--- src/rtl/npcPkg.sv ---
package npcPkg;
  typedef enum logic [3:0] {
    FLOW_SEQ     = 4'd0,
    FLOW_EQ      = 4'd1,
    FLOW_NE      = 4'd2,
    FLOW_LEZ     = 4'd3,
    FLOW_GTZ     = 4'd4,
    FLOW_LTZ     = 4'd5,
    FLOW_GEZ     = 4'd6,
    FLOW_LTZ_LNK = 4'd7,
    FLOW_GEZ_LNK = 4'd8,
    FLOW_JABS    = 4'd9,
    FLOW_JLNK    = 4'd10,
    FLOW_JREG    = 4'd11
  } flowKind_e;

  typedef enum logic [1:0] {
    SEL_SEQ    = 2'd0,
    SEL_BRANCH = 2'd1,
    SEL_ABS    = 2'd2,
    SEL_REG    = 2'd3
  } pcSel_e;

  typedef struct packed {
    pcSel_e pcSel;
    logic   linkEn;
  } npcStrobes_t;
endpackage

--- src/rtl/npcControl.sv ---
module npcControl
  import npcPkg::*;
#(
  parameter int CODE_W = 4
) (
  input  logic [CODE_W-1:0] flowCode,
  input  logic              eqFlag,
  input  logic              negFlag,
  input  logic              zeroFlag,
  output npcStrobes_t       strobes
);
  logic posFlag;
  logic takeBr;

  assign posFlag = !negFlag && !zeroFlag;

  always_comb begin
    takeBr         = 1'b0;
    strobes.pcSel  = SEL_SEQ;
    strobes.linkEn = 1'b0;
    case (flowCode)
      FLOW_EQ:      takeBr = eqFlag;
      FLOW_NE:      takeBr = !eqFlag;
      FLOW_LEZ:     takeBr = negFlag || zeroFlag;
      FLOW_GTZ:     takeBr = posFlag;
      FLOW_LTZ:     takeBr = negFlag;
      FLOW_GEZ:     takeBr = !negFlag;
      FLOW_LTZ_LNK: begin
        takeBr         = negFlag;
        strobes.linkEn = 1'b1;
      end
      FLOW_GEZ_LNK: begin
        takeBr         = !negFlag;
        strobes.linkEn = 1'b1;
      end
      FLOW_JABS:    strobes.pcSel = SEL_ABS;
      FLOW_JLNK: begin
        strobes.pcSel  = SEL_ABS;
        strobes.linkEn = 1'b1;
      end
      FLOW_JREG:    strobes.pcSel = SEL_REG;
      default: begin
        takeBr         = 1'b0;
        strobes.pcSel  = SEL_SEQ;
        strobes.linkEn = 1'b0;
      end
    endcase
    if (takeBr) strobes.pcSel = SEL_BRANCH;
  end
endmodule

--- src/rtl/npcDatapath.sv ---
module npcDatapath
  import npcPkg::*;
#(
  parameter int ADDR_W      = 32,
  parameter int IMM_W       = 16,
  parameter int TGT_W       = 26,
  parameter int INSTR_BYTES = 4,
  parameter bit WORD_OFFSET = 1'b0
) (
  input  logic [ADDR_W-1:0] pcCur,
  input  logic [ADDR_W-1:0] rsVal,
  input  logic [ADDR_W-1:0] rtVal,
  input  logic [IMM_W-1:0]  imm16,
  input  logic [TGT_W-1:0]  jTarget,
  input  npcStrobes_t       strobes,
  output logic              eqFlag,
  output logic              negFlag,
  output logic              zeroFlag,
  output logic [ADDR_W-1:0] pcNext,
  output logic [ADDR_W-1:0] linkVal
);
  localparam int ALIGN_W = $clog2(INSTR_BYTES);
  localparam int REGION_W = ADDR_W - TGT_W - ALIGN_W;
  localparam int EXT_W = ADDR_W - IMM_W;

  logic [ADDR_W-1:0] seqPc;
  logic [ADDR_W-1:0] immExt;
  logic [ADDR_W-1:0] offset;
  logic [ADDR_W-1:0] branchPc;
  logic [ADDR_W-1:0] absPc;

  assign seqPc  = pcCur + ADDR_W'(INSTR_BYTES);
  assign immExt = {{EXT_W{imm16[IMM_W-1]}}, imm16};

  generate
    if (WORD_OFFSET) begin : g_wordOff
      assign offset = {immExt[ADDR_W-ALIGN_W-1:0], {ALIGN_W{1'b0}}};
    end else begin : g_byteOff
      assign offset = immExt;
    end
  endgenerate

  assign branchPc = seqPc + offset;
  assign absPc    = {seqPc[ADDR_W-1 -: REGION_W], jTarget, {ALIGN_W{1'b0}}};

  assign eqFlag   = (rsVal == rtVal);
  assign negFlag  = rsVal[ADDR_W-1];
  assign zeroFlag = (rsVal == '0);

  always_comb begin
    case (strobes.pcSel)
      SEL_BRANCH: pcNext = branchPc;
      SEL_ABS:    pcNext = absPc;
      SEL_REG:    pcNext = rsVal;
      default:    pcNext = seqPc;
    endcase
  end

  assign linkVal = seqPc;
endmodule

--- src/rtl/npcUnit.sv ---
module npcUnit
  import npcPkg::*;
#(
  parameter int ADDR_W      = 32,
  parameter int IMM_W       = 16,
  parameter int TGT_W       = 26,
  parameter int CODE_W      = 4,
  parameter bit WORD_OFFSET = 1'b0
) (
  input  logic [ADDR_W-1:0] pcCur,
  input  logic [CODE_W-1:0] flowCode,
  input  logic [ADDR_W-1:0] rsVal,
  input  logic [ADDR_W-1:0] rtVal,
  input  logic [IMM_W-1:0]  imm16,
  input  logic [TGT_W-1:0]  jTarget,
  output logic [ADDR_W-1:0] pcNext,
  output logic              linkEn,
  output logic [ADDR_W-1:0] linkVal
);
  npcStrobes_t strobes;
  logic eqFlag;
  logic negFlag;
  logic zeroFlag;

  npcControl #(.CODE_W(CODE_W)) uCtrl (
    .flowCode(flowCode),
    .eqFlag  (eqFlag),
    .negFlag (negFlag),
    .zeroFlag(zeroFlag),
    .strobes (strobes)
  );

  npcDatapath #(
    .ADDR_W     (ADDR_W),
    .IMM_W      (IMM_W),
    .TGT_W      (TGT_W),
    .INSTR_BYTES(4),
    .WORD_OFFSET(WORD_OFFSET)
  ) uPath (
    .pcCur   (pcCur),
    .rsVal   (rsVal),
    .rtVal   (rtVal),
    .imm16   (imm16),
    .jTarget (jTarget),
    .strobes (strobes),
    .eqFlag  (eqFlag),
    .negFlag (negFlag),
    .zeroFlag(zeroFlag),
    .pcNext  (pcNext),
    .linkVal (linkVal)
  );

  assign linkEn = strobes.linkEn;
endmodule

--- config.mk ---
export PLATFORM = sky130hd
export DESIGN_NAME = npcUnit
export DESIGN_NICKNAME = d
export VERILOG_FILES = /design/src/rtl/npcPkg.sv /design/src/rtl/npcControl.sv /design/src/rtl/npcDatapath.sv /design/src/rtl/npcUnit.sv
export SDC_FILE = /design/constraint.sdc
export NUM_CORES = 1
export LEC_CHECK = 0
export BUFFER_PORTS_ARGS = -buffer_cell sky130_fd_sc_hd__clkbuf_2
export CAP_MARGIN = 5
export CELL_PAD_IN_SITES_DETAIL_PLACEMENT = 1
export CELL_PAD_IN_SITES_GLOBAL_PLACEMENT = 2
export CORE_UTILIZATION = 26
export DETAILED_ROUTE_END_ITERATION = 7
export MAX_ROUTING_LAYER = met4
export PLACE_DENSITY = 0.89
export SLEW_MARGIN = 20
export SYNTH_ARGS = -nofsm -noshare
export SYNTH_HDL_FRONTEND = slang
export SYNTH_HIERARCHICAL = 1
export SYNTH_SLANG_ARGS = --single-unit
--- constraint.sdc ---
create_clock -name vclk -period 8.3
set_input_delay 0.83 -clock vclk [all_inputs]
set_output_delay 0.83 -clock vclk [all_outputs]
set_load 0.02 [all_outputs]
==> impl_metrics.tcl <==
set metrics [dict create \
    vias 4349 \
    final_area_um2 4760 \
    antennaDiodeCount 0 \
    grt_max_degree 23 \
    critPathArrivalTime_ns 5.01 \
    yosys_warnings 6 \
    worst_hold_slack_ns 1.92 \
    yosys.cell_types.count 66 \
    firstDrtPassIters 4 \
    critPathMaxFanout 6 \
    rows 42 \
    nNetsFinal 817 \
    powerDensity_nw_per_um2 84.9 \
    multi_input_area_um2 3440 \
    layout_commonest_cell "clkbuf_2" \
    grt_pass1_vias 4559 \
    syn_area_um2 3560 \
    start_util_pct 26.8 \
    finalHoldViolCount 0 \
    dp_hpwl_mm 14.2 \
    synth_nets 617 \
    rsz0062_at_grt "false" \
    grt_usage_pct 22.4 \
    die-height_um 119 \
    synth_sequential_area_ratio_pct 0 \
    comb_power_share_pct 100.0 \
    p_clk_share_pct 0 \
    place.gp.congestion 0.875 \
    finalSetupTns_ns 0 \
    pwr-share-seq_pct 0 \
    seq_cell_count 0 \
    worst_ep_required_time_ns 7.47 \
    switchingPower_mw 0.234 \
    drtIter0Drc 119 \
    area_growth_pct 33.7 \
    num-fill-cells 1707 \
    grt_pass1_wl_mm 24.6 \
    ant_nets 0 \
    p_sw_share_pct 57.9 \
    clkbuf_count 0 \
    max_slew_margin_pct 41.9 \
    cts_resized 0 \
    critPathCaptureType "output port" \
    internal_power_mw 0.170 \
    start_kind "input port" \
    slew_viol_final 0 \
    synthCells 438 \
    crit_start "pcCur[2]" \
    worstPathCellList "clkbuf_2, ha_1, nand3_1, nor3_1, nand2_1, nor2_1, nand2_1, nor2_1, xor2_1, ha_1, a21oi_1, o21ai_0, a21o_1, a2111oi_0, a21oi_1, nor3b_1, clkbuf_2" \
    wire_per_inst_um 19.6 \
    endpoint "pcNext[31]" \
    io_buffers 207 \
    wirelength_mm 15.9 \
    maxCapViolations 0 \
    post_dp_cell_area_um2 4760 \
    grt_overflow_total 0 \
    worst_pin_slew_ns 0.871 \
    fp.coreArea_um2 13300 \
    fin_util_pct 35.8 \
    vdd_drop_max_mv 0.0254 \
    final-setup-viol-count 0 \
    outcome "finished clean" \
    drc 0 \
    antenna_found_initial 0 \
    final_cell_mix "207 x clkbuf_2, 49 x xor2_1, 36 x xnor2_1, 36 x ha_1, 33 x a21oi_1" \
    vias_per_cell 5.36 \
    final_layout_size_suffix_gt1_share_pct 40.3 \
    min_path_type "input port to output port" \
    cpPeakStageDelay_ns 0.67 \
    seq_area_um2 0 \
    max_freq_mhz 171 \
    io_pins 207 \
    die_area_um2 14200 \
    synth_area_per_cell_um2 8.14 \
    crit_type "input port to output port" \
    cts_hold_buf 0 \
    min-delay-start "pcCur[0]" \
    power.leakage_nw 2.25 \
    die_x_um 119 \
    critPathSlowestCell "nor3_1" \
    fin_crit_ns 5.84 \
    setup_ws_ns 2.46 \
    place_ws_ns 2.45 \
    post-cts-setup-buffer-count 0 \
    period_share_pct 70.3 \
]
## logic make-up after synthesis
logic type	after synthesis	share of synthesized area, %
simple gates	149	23.0
compound gates	113	21.7
xor+xnor	86	21.3
fa+ha+maj	37	13.2
mux	30	17.3
buf+inv	23	3.55
## worst min-delay path by stage
stage,slack [ns],endpoint,cells after the start
after floorplan,1.75,linkVal[2],1
after CTS,1.92,linkVal[0],2
after global placement,1.91,linkVal[0],2
after detailed placement,1.92,linkVal[0],2
after global routing,1.93,linkVal[0],2
final,1.92,linkVal[0],2
## Yosys cell counts (5+ instances only)
cell | instances | area, um^2
a211oi_1 | 5 | 37.5
a21o_1 | 17 | 128
a21oi_1 | 33 | 165
a31oi_1 | 5 | 31.3
ha_1 | 36 | 450
inv_1 | 10 | 37.5
mux4_2 | 25 | 563
nand2_1 | 28 | 105
nand3_1 | 19 | 95.1
nand4_1 | 16 | 100
nor2_1 | 28 | 105
nor2b_1 | 10 | 62.6
nor3_1 | 6 | 30.0
nor4_1 | 16 | 100
o21a_1 | 5 | 37.5
o21ai_0 | 17 | 85.1
xnor2_1 | 36 | 315
xor2_1 | 49 | 429
## metrics by stage
stage | instances | power, mW
global placement | 812 | 0.398
floorplan | 438 | 0.263
global route | 812 | 0.436
CTS | 812 | 0.406
detailed placement | 812 | 0.404
finish | 812 | 0.404
## final cells by class
type / instances / area share [%]
Tap cell: 176 / 4.62
Timing Repair Buffer: 210 / 22.2
Inverter: 11 / 0.867
Multi-Input combinational cell: 415 / 72.3
## power by group through the flow
stage / logic, mW / clock network, mW / registers (mW)
finish: 0.404 / 0 / 0
global route: 0.436 / 0 / 0
CTS: 0.406 / 0 / 0
detailed placement: 0.404 / 0 / 0
global placement: 0.398 / 0 / 0
floorplan: 0.263 / 0 / 0
## worst max-delay path, delay by kind of cell
family	cells	cell delay (ns)
AND/OR/NAND/NOR	7	1.78
AO/OA/AOI/OAI	5	1.23
adder cells (fa/ha/maj)	2	0.54
buffers and inverters	2	0.33
XOR/XNOR	1	0.27
## layer usage
metal  global-route usage, %  up-vias  part of all wire, %  wire, um
met5                       -        -                    0         0
met4                    1.03        0                 0.47        75
met3                    1.63        6                  4.8       769
met2                    38.9      147                   50      7890
met1                    29.7     2121                   45      7180
li1                        -     2075                    -         -
No activity file was read; power rests on OpenSTA's default activity.
